==> src/rtl/exc_entry_pkg.sv <==
package exc_entry_pkg;

   localparam int KIND_W = 5;

   typedef enum logic [KIND_W-1:0] {
      K_INT     = 5'd0,
      K_TLB_MOD = 5'd1,
      K_TLB_LD  = 5'd2,
      K_TLB_ST  = 5'd3,
      K_ADE_LD  = 5'd4,
      K_ADE_ST  = 5'd5,
      K_IBUS    = 5'd6,
      K_DBUS    = 5'd7,
      K_SYSC    = 5'd8,
      K_BRK     = 5'd9,
      K_RSVD    = 5'd10,
      K_COPU    = 5'd11,
      K_OVF     = 5'd12,
      K_TRAP    = 5'd13,
      K_FPE     = 5'd15,
      K_NMI     = 5'd28,
      K_SRST    = 5'd29
   } exc_kind_e;

   // general kinds: the kind value is the exception code written to cause
   function automatic logic kind_general(input logic [KIND_W-1:0] k);
      logic r;
      case (k)
         K_INT, K_TLB_MOD, K_TLB_LD, K_TLB_ST, K_ADE_LD, K_ADE_ST,
         K_IBUS, K_DBUS, K_SYSC, K_BRK, K_RSVD, K_COPU, K_OVF,
         K_TRAP, K_FPE: r = 1'b1;
         default:       r = 1'b0;
      endcase
      return r;
   endfunction

   function automatic logic kind_errlvl(input logic [KIND_W-1:0] k);
      return (k == K_NMI) || (k == K_SRST);
   endfunction

endpackage

==> src/rtl/exc_vector_sel.sv <==
module exc_vector_sel
   import exc_entry_pkg::*;
#(
   parameter int                XLEN       = 32,
   parameter int                ALIGN_BITS = 10,
   parameter int                OFF_W      = 12,
   parameter logic [XLEN-1:0]   BEV_BASE   = 32'hBFC0_0200,
   parameter logic [OFF_W-1:0]  OFF_GEN    = 12'h180,
   parameter logic [OFF_W-1:0]  OFF_IRQV   = 12'h200,
   parameter logic [OFF_W-1:0]  OFF_REFILL = 12'h000
) (
   input  logic [KIND_W-1:0] kind,
   input  logic              refill,
   input  logic              exl,
   input  logic              bev,
   input  logic              irq_vec,
   input  logic [XLEN-1:0]   ebase,
   output logic [XLEN-1:0]   target
);

   logic [XLEN-1:0]  soft_base;
   logic [XLEN-1:0]  base;
   logic [OFF_W-1:0] off;

   generate
      if (ALIGN_BITS == 0) begin : g_noalign
         assign soft_base = ebase;
      end else begin : g_align
         assign soft_base = {ebase[XLEN-1:ALIGN_BITS], {ALIGN_BITS{1'b0}}};
      end
   endgenerate

   always_comb begin
      off = OFF_GEN;
      if (kind == K_INT && irq_vec) begin
         off = OFF_IRQV;
      end else if ((kind == K_TLB_LD || kind == K_TLB_ST) && refill && !exl) begin
         off = OFF_REFILL;
      end
   end

   assign base   = bev ? BEV_BASE : soft_base;
   assign target = base + XLEN'(off);

endmodule

==> src/rtl/exc_state_next.sv <==
module exc_state_next
   import exc_entry_pkg::*;
#(
   parameter int XLEN    = 32,
   parameter int EXL_BIT = 1,
   parameter int ERL_BIT = 2,
   parameter int BEV_BIT = 22,
   parameter int SR_BIT  = 20,
   parameter int NMI_BIT = 19,
   parameter int BD_BIT  = 31,
   parameter int CE_LSB  = 28,
   parameter int EXC_LSB = 2
) (
   input  logic [KIND_W-1:0] kind,
   input  logic [XLEN-1:0]   pc,
   input  logic              in_delay,
   input  logic [1:0]        cop,
   input  logic [XLEN-1:0]   status_in,
   input  logic [XLEN-1:0]   cause_in,
   input  logic [XLEN-1:0]   epc_q,
   input  logic [XLEN-1:0]   errepc_q,
   output logic [XLEN-1:0]   status_nx,
   output logic [XLEN-1:0]   cause_nx,
   output logic [XLEN-1:0]   epc_nx,
   output logic [XLEN-1:0]   errepc_nx
);

   localparam logic [XLEN-1:0] INSN_BYTES = XLEN'(4);

   logic [XLEN-1:0] ret_pc;
   logic            exl;

   assign ret_pc = in_delay ? (pc - INSN_BYTES) : pc;
   assign exl    = status_in[EXL_BIT];

   always_comb begin
      status_nx = status_in;
      cause_nx  = cause_in;
      epc_nx    = epc_q;
      errepc_nx = errepc_q;
      if (kind_errlvl(kind)) begin
         status_nx[ERL_BIT] = 1'b1;
         status_nx[BEV_BIT] = 1'b1;
         if (kind == K_NMI) status_nx[NMI_BIT] = 1'b1;
         else               status_nx[SR_BIT]  = 1'b1;
         errepc_nx = ret_pc;
      end else begin
         cause_nx[EXC_LSB +: KIND_W] = kind;
         if (kind == K_COPU) cause_nx[CE_LSB +: 2] = cop;
         if (!exl) begin
            epc_nx             = ret_pc;
            cause_nx[BD_BIT]   = in_delay;
            status_nx[EXL_BIT] = 1'b1;
         end
      end
   end

endmodule

==> src/rtl/exc_entry_seq.sv <==
module exc_entry_seq
   import exc_entry_pkg::*;
#(
   parameter int              XLEN       = 32,
   parameter int              EXL_BIT    = 1,
   parameter int              ERL_BIT    = 2,
   parameter int              BEV_BIT    = 22,
   parameter int              SR_BIT     = 20,
   parameter int              NMI_BIT    = 19,
   parameter int              BD_BIT     = 31,
   parameter int              IV_BIT     = 23,
   parameter int              CE_LSB     = 28,
   parameter int              EXC_LSB    = 2,
   parameter int              ALIGN_BITS = 10,
   parameter logic [XLEN-1:0] BOOT_VEC   = 32'hBFC0_0000,
   parameter logic [XLEN-1:0] BEV_BASE   = 32'hBFC0_0200
) (
   input  logic              clk,
   input  logic              rst_n,
   input  logic              exc_valid,
   input  logic [4:0]        exc_kind,
   input  logic [XLEN-1:0]   exc_pc,
   input  logic              exc_in_delay,
   input  logic              exc_refill,
   input  logic [1:0]        exc_cop,
   input  logic [XLEN-1:0]   status_in,
   input  logic [XLEN-1:0]   cause_in,
   input  logic [XLEN-1:0]   ebase_in,
   output logic              entry_valid,
   output logic [XLEN-1:0]   pc_out,
   output logic [XLEN-1:0]   epc_out,
   output logic [XLEN-1:0]   errorepc_out,
   output logic [XLEN-1:0]   status_out,
   output logic [XLEN-1:0]   cause_out
);

   localparam int MAX_BIT = XLEN - 1;

   generate
      if (XLEN < 32) begin : g_bad_xlen
         $error("exc_entry_seq: XLEN must be at least 32");
      end
      if (EXC_LSB + KIND_W > XLEN || CE_LSB + 2 > XLEN) begin : g_bad_field
         $error("exc_entry_seq: cause field outside register");
      end
      if (BD_BIT > MAX_BIT || IV_BIT > MAX_BIT || BEV_BIT > MAX_BIT ||
          SR_BIT > MAX_BIT || NMI_BIT > MAX_BIT) begin : g_bad_bit
         $error("exc_entry_seq: status or cause bit outside register");
      end
      if (ALIGN_BITS < 0 || ALIGN_BITS >= XLEN) begin : g_bad_align
         $error("exc_entry_seq: ALIGN_BITS out of range");
      end
   endgenerate

   logic            accept;
   logic            errlvl;
   logic [XLEN-1:0] gen_target;
   logic [XLEN-1:0] status_nx, cause_nx, epc_nx, errepc_nx;

   assign errlvl = kind_errlvl(exc_kind);
   assign accept = exc_valid && (kind_general(exc_kind) || errlvl);

   exc_vector_sel #(
      .XLEN       (XLEN),
      .ALIGN_BITS (ALIGN_BITS),
      .BEV_BASE   (BEV_BASE)
   ) u_vec (
      .kind    (exc_kind),
      .refill  (exc_refill),
      .exl     (status_in[EXL_BIT]),
      .bev     (status_in[BEV_BIT]),
      .irq_vec (cause_in[IV_BIT]),
      .ebase   (ebase_in),
      .target  (gen_target)
   );

   exc_state_next #(
      .XLEN    (XLEN),
      .EXL_BIT (EXL_BIT),
      .ERL_BIT (ERL_BIT),
      .BEV_BIT (BEV_BIT),
      .SR_BIT  (SR_BIT),
      .NMI_BIT (NMI_BIT),
      .BD_BIT  (BD_BIT),
      .CE_LSB  (CE_LSB),
      .EXC_LSB (EXC_LSB)
   ) u_next (
      .kind      (exc_kind),
      .pc        (exc_pc),
      .in_delay  (exc_in_delay),
      .cop       (exc_cop),
      .status_in (status_in),
      .cause_in  (cause_in),
      .epc_q     (epc_out),
      .errepc_q  (errorepc_out),
      .status_nx (status_nx),
      .cause_nx  (cause_nx),
      .epc_nx    (epc_nx),
      .errepc_nx (errepc_nx)
   );

   always_ff @(posedge clk or negedge rst_n) begin
      if (!rst_n) begin
         entry_valid  <= 1'b0;
         pc_out       <= BOOT_VEC;
         epc_out      <= '0;
         errorepc_out <= '0;
         status_out   <= '0;
         cause_out    <= '0;
      end else begin
         entry_valid <= accept;
         if (accept) begin
            pc_out       <= errlvl ? BOOT_VEC : gen_target;
            epc_out      <= epc_nx;
            errorepc_out <= errepc_nx;
            status_out   <= status_nx;
            cause_out    <= cause_nx;
         end
      end
   end

endmodule

==> config.mk <==
export PLATFORM = sky130hd
export DESIGN_NAME = exc_entry_seq
export DESIGN_NICKNAME = d
export VERILOG_FILES = /design/src/rtl/exc_entry_pkg.sv /design/src/rtl/exc_vector_sel.sv /design/src/rtl/exc_state_next.sv /design/src/rtl/exc_entry_seq.sv
export SDC_FILE = /design/constraint.sdc
export NUM_CORES = 1
export LEC_CHECK = 0
export BUFFER_PORTS_ARGS = -buffer_cell sky130_fd_sc_hd__buf_2
export CORE_ASPECT_RATIO = 0.5
export CORE_UTILIZATION = 48
export DETAILED_ROUTE_END_ITERATION = 10
export PLACE_DENSITY_LB_ADDON = 0.05
export RECOVER_POWER = 50
export SLEW_MARGIN = 20
export SYNTH_ARGS = -nofsm -noshare
export SYNTH_HDL_FRONTEND = slang
export SYNTH_SLANG_ARGS = --single-unit
export TNS_END_PERCENT = 10
==> constraint.sdc <==
create_clock -name clk -period 1.2 [get_ports clk]
set_clock_uncertainty 0.05 [all_clocks]
set_input_delay 0.06 -clock clk [delete_from_list [all_inputs] [get_ports clk]]
set_output_delay 0.06 -clock clk [all_outputs]
set_load 0.02 [all_outputs]
; ---- After elaboration in Yosys (flattened, before gate mapping)
; Memories as Yosys holds them, arrays and structs flattened.
; Cells that the tools add are included.
[totals]
input_bits = 140
mem_bits_rw = 0
latchBits = 0
register_bits = 161
n_memories = 1
output_inout_bits = 161
rom_bits = 16
[mem_list]
columns = memory, depth, word_bits, read_ports, rd_ports_with_merged_regs, write_ports, line
row1 = (no name shown), 16, 1, 1, 0, 0, exc_entry_pkg.sv:28  ; case (k)
[classes]
div = 0
eq_ne = 5
order_cmp = 0
multipliers = 0
muxes = 17
add_sub_neg = 2
shift = 0
bitwise_logic = 2
n_reduce_logical = 11
[ops]
columns = op, n
row1 = two-way mux 32 bit, 3
row2 = adder 32 x 12 -> 32 bit, 1
row3 = subtractor 32 x 3 -> 32 bit (second input constant), 1
row4 = two-way mux 12 bit, 1
row5 = equality test 5 x 2 -> 1 bit (second input constant), 2
row6 = equality test 5 bit (second input constant), 2
row7 = two-way mux 9 bit, 1
row8 = two-way mux 1 bit, 8
row9 = two-way mux 2 bit, 3
row10 = equality test 5 x 4 -> 1 bit (second input constant), 1
row11 = zero test 5 bit, 1
row12 = two-way mux 5 bit, 1
row13 = logical AND 1 bit, 4
row14 = logical OR 1 bit, 3
row15 = AND reduction 3 bit, 1
row16 = NOT 1 bit, 2
row17 = AND reduction 2 bit, 1
row18 = zero test 1 bit, 1

; ---- Longest topological paths before layout
[logic_depth]
ltp_word = 8
ltp_mapped = 10

; ---- Hierarchy
; From an unflattened synthesis, not the netlist that was laid out.
[unflattened]
cells_unflattened = 752
hier_area_um2 = 8822.2
[by_module_without_submodules]
columns = module, cells_per_inst, instances, area_per_inst_um2, seq_area_each_um2
row1 = exc_entry_seq, 350, 1, 6383.6, 4040.1
row2 = exc_state_next, 308, 1, 1819.2, 0.0
row3 = exc_vector_sel, 94, 1, 619.3, 0.0

; ---- Least setup slack after synthesis
; OpenSTA, ideal clock, no wires.
[synth_timing]
path_kind = input port to flip-flop
from = input port exc_kind[1]
to = register pc_out[30]
path_slack_ns = -1.079
path_stages = 10
setup_time_ns = 0.069
arrival_time_ns = 2.160
path_buffers = 2
cell_sequence = clkbuf_1 nor2_1 and4b_1 ha_1 and4_1 clkbuf_1 nand2_1 or3_1 or4b_1 nand3_1
[synth_between]
elab_chain_cells = 8
elab_cells_between_ends = 18
classes_between = add/sub (1) / eq/ne (4) / mux (4) / reduce/logical (8) / memory (1)
[synth_lines]
columns = element, line
row1 = from (decl), exc_entry_seq.sv:21  ; input logic [4:0] exc_kind,
row2 = equality test 5 x 2 -> 1 bit, exc_vector_sel.sv:37  ; end else if ((kind == K_TLB_LD || kind == K_TLB_ST) && refill && !exl) begin
row3 = logical OR 1 bit, exc_vector_sel.sv:37
row4 = logical AND 1 bit (2 in a row), exc_vector_sel.sv:37
row5 = two-way mux 9 bit, exc_vector_sel.sv:37
row6 = two-way mux 12 bit, exc_vector_sel.sv:35  ; if (kind == K_INT && irq_vec) begin
row7 = adder 32 x 12 -> 32 bit, exc_vector_sel.sv:43  ; assign target = base + XLEN'(off);
row8 = two-way mux 32 bit, exc_entry_seq.sv:113  ; pc_out <= errlvl ? BOOT_VEC : gen_target;
row9 = to (signal assigned), exc_entry_seq.sv:113
row10 = to (decl), exc_entry_seq.sv:30  ; output logic [XLEN-1:0] pc_out,
; Parallel ways exist; a longest one is shown, timed or not.
; A chain may end at the register's enable or synchronous reset.

; ---- Worst setup path after layout
[layout_timing]
from = input port exc_kind[4]
to = register pc_out[30]
; Same word-level chain as after synthesis.

==> impl_results.md <==
- DRC: 0
- Crit path cell chain: buf_8 > nor2_4 > and4b_1 > ha_2 > and4_4 > nand2_8 > or3_4 > or4b_4 > nand3_2
- Root buf cell: clkbuf_16
- Minimum clock period: 1.59 ns
- Post-synth top area share: 53.1%
- Antenna violations before repair: 1
- Worst slew margin relative to its limit: 47.3%
- # rows: 30
- Final nets: 1331
- CTS tree: built
- Clk pwr share: 34.0%
- Sequential share of the synthesized area: 56.6%
- Initial Utilization: 49.7%
- Num CTS Buffers: 17
- H-tree depth: 4
- I/O Buffers: 283
- Final core occ: 81.6%
- Worst slew pin tran: 0.791 ns
- CTS Sinks: 153
- Failing checks: hold timing, setup timing
- Number of cells in the finished layout apart from fillers: 1395
- Worst-case clock buffer depth: 2
- Worst setup EP type: flip-flop
- Vias/cell: 5.11
- CP arrival: 1.90 ns
- Max-cap viol count: 0
- Hold Path Class: input pin to flip-flop
- Overall routing resource usage: 31.1%
- Worst skew pair latency: 0.42 ns
- Most common flop cell mapped by yosys: dfrtp_1
- Placed Cells incl. Taps: 1272
- Die Span Y: 86.1 um
- Internal: 0.0109 W
- Worst VDD drop: 0.848 mV
- Post-synthesis cell area: 0.00679 sq mm
- Synth-to-Final Area Change: 64.2%
- Hold_ws: -0.110 ns
- Largest net degree at the start of global routing: 55
- Area contributors post-synth: dfrtp_1, nand2_1, xnor2_1, dfstp_2, o21ai_0
- Antenna-violating nets left: 0
- Grt total ovfl: 0
- Async SR Flop Fraction: 100%
- Synth cell types: 59
- Layout cell share with drive strength beyond 1: 40.4%
- Placer Congestion: 0.846
- Max incr delay on CP: 0.49 ns
- Fillers: 849
- Via Count: 7127
- Mean Syn Cell Area: 9.27 sq um
- Post-route setup slack: -0.389 ns
- Max FO, Critical Path: 2
- Gate power share: 26.2%
- Die ar.: 0.0146 sq mm
- Wire per inst: 16.4 um
- Switch Pwr: 0.00553 W
- Pwr Total: 0.0164 W
- Hold_buf cts: 87
- Syn Inst Count: 732
- 1st-pass router iterations: 6
- CP Launch Type: input pin
- Drt total wl: 22800 um
- Synth warn: 0
- F_max: 629 MHz
- CP max stage cell: or4b_4
- EDFF count, synth: 0
- Lkg Pwr: 5.61 nW
- Worst endpoint required time: 1.51 ns
- Core area: 0.0137 sq mm
- Top-count cell post-synth: nand2_1
- Fin. Hold Viols: 1
- Reg power frac: 39.8%
- Yosys top cell by area: dfrtp_1
- Power Dens Cells: 1470 mW/mm^2
- Number of global-route vias before repair: 7174
- Final Max Slew Viols: 0
- Top post-synthesis cells by count: nand2_1, dfrtp_1, nor2_1
- Die X: 170 um
- Switching share of total power: 33.8%
- Critical path class: input pin to flip-flop
- Outcome: complete, but fails checks
- Ports: 301
- First-pass GRT wire length: 35300 um
- Hpwl dp: 14500 um
- Synth Register Bits: 153
- Drt initial violations: 388
- Setup TNS: -6.41 ns
- RSZ-0062 raised after global routing: yes
- Setup Viol. Count Final: 68
- Clock transition at path regs: 0.06 ns
- Tcrit/Tclk final: 132%
flip-flops by register name, indices dropped and copies added (netlist names):
name          cells
cause_out        32
epc_out          32
errorepc_out     32
status_out       32
pc_out           24
entry_valid       1
power groups by stage:
stage	registers (W)	clock network, W	logic (W)
after global placement	0.00652	0	0.00383
final	0.00651	0.00558	0.00429
after CTS	0.00648	0.00561	0.00423
after global routing	0.00660	0.00587	0.00464
after detailed placement	0.00655	0	0.00391
after floorplan	0.00762	0	0.00101
through the flow:
| stage | instance area (sq um) | setup slack [ns] |
|---|---|---|
| after floorplan | 6880 | -0.833 |
| after global placement | 9220 | -0.837 |
| after detailed placement | 9220 | -0.846 |
| after CTS | 11000 | -0.330 |
| after global routing | 11100 | -0.431 |
| final | 11100 | -0.389 |
cells by family after synthesis:
kind of cell    after synthesis  synth area share (%)
buf+inv                      55                  3.52
flops                       153                  56.6
simple gates                366                  23.7
compound gates              106                  9.09
other cells                   1                0.0553
xor+xnor                     40                  5.27
fa+ha+maj                     2                 0.369
mux                           9                  1.38
worst paths after layout:
path,slack [ns],end,start,depth (start not counted)
worst max-delay path,-0.39,pc_out[30],exc_kind[4],9
worst min-delay path,-0.11,pc_out[25],ebase_in[25],3
worst max register to register,0.25,pc_out[28],pc_out[28],2
worst min register to register,0.41,status_out[2],status_out[2],2
max in group asynchronous,0.09,pc_out[22],rst_n,3
min in group asynchronous,0.22,status_out[25],rst_n,2
cells in the final DEF, fill, tap and decap left out, types with 5 or more instances in the layout:
master	synthesis	final
a21oi_1	30	30
buf_12	0	5
buf_2	2	262
buf_4	8	87
buf_6	0	24
clkbuf_1	35	5
clkbuf_16	0	17
conb_1	1	7
dfrtp_1	144	144
dfstp_2	9	9
dlygate4sd3_1	0	87
inv_1	6	6
inv_6	0	7
mux2i_1	6	6
nand2_1	229	225
nand3_1	8	6
nand4_1	7	7
nor2_1	61	58
nor3_2	1	5
nor4_4	0	7
o21ai_0	47	33
o21ai_1	0	14
o22a_1	5	5
xnor2_1	29	26
xor2_1	10	10
cell type report:
type | instances | area (sq um) | area share (%)
Timing Repair Buffer | 480 | 3310 | 29.7
Clock inverter | 15 | 181 | 1.63
Tap cell | 192 | 240 | 2.16
Multi-Input combinational cell | 530 | 3120 | 28.0
Inverter | 7 | 26.3 | 0.236
Antenna cell | 1 | 2.50 | 0.0225
Sequential cell | 153 | 3840 | 34.5
Clock buffer | 17 | 425 | 3.82
critical path: cells and delay by family:
kind | cells | cell delay, ns
buf+inv | 1 | 0.10
simple gates | 7 | 1.55
fa+ha+maj | 1 | 0.18
timing repair:
action | 4_1_cts | 5_1_grt
buffers inserted | 4 | 1
setup endpoints to repair | 65 | 118
resized for setup | 70 | 40
pin swaps | 23 | 20
endpoints found under the hold margin | 244 | 1
routing by layer:
| layer | part of all wire [%] | global-route usage [%] | routed length, um |
|---|---|---|---|
| met1 | 38 | 34.9 | 8640 |
| met5 | 0 | 0 | 0 |
| met4 | 3.7 | 15.2 | 853 |
| met2 | 51 | 55.3 | 11700 |
| met3 | 7.1 | 8.77 | 1620 |
(Power assumes the default switching activity.)
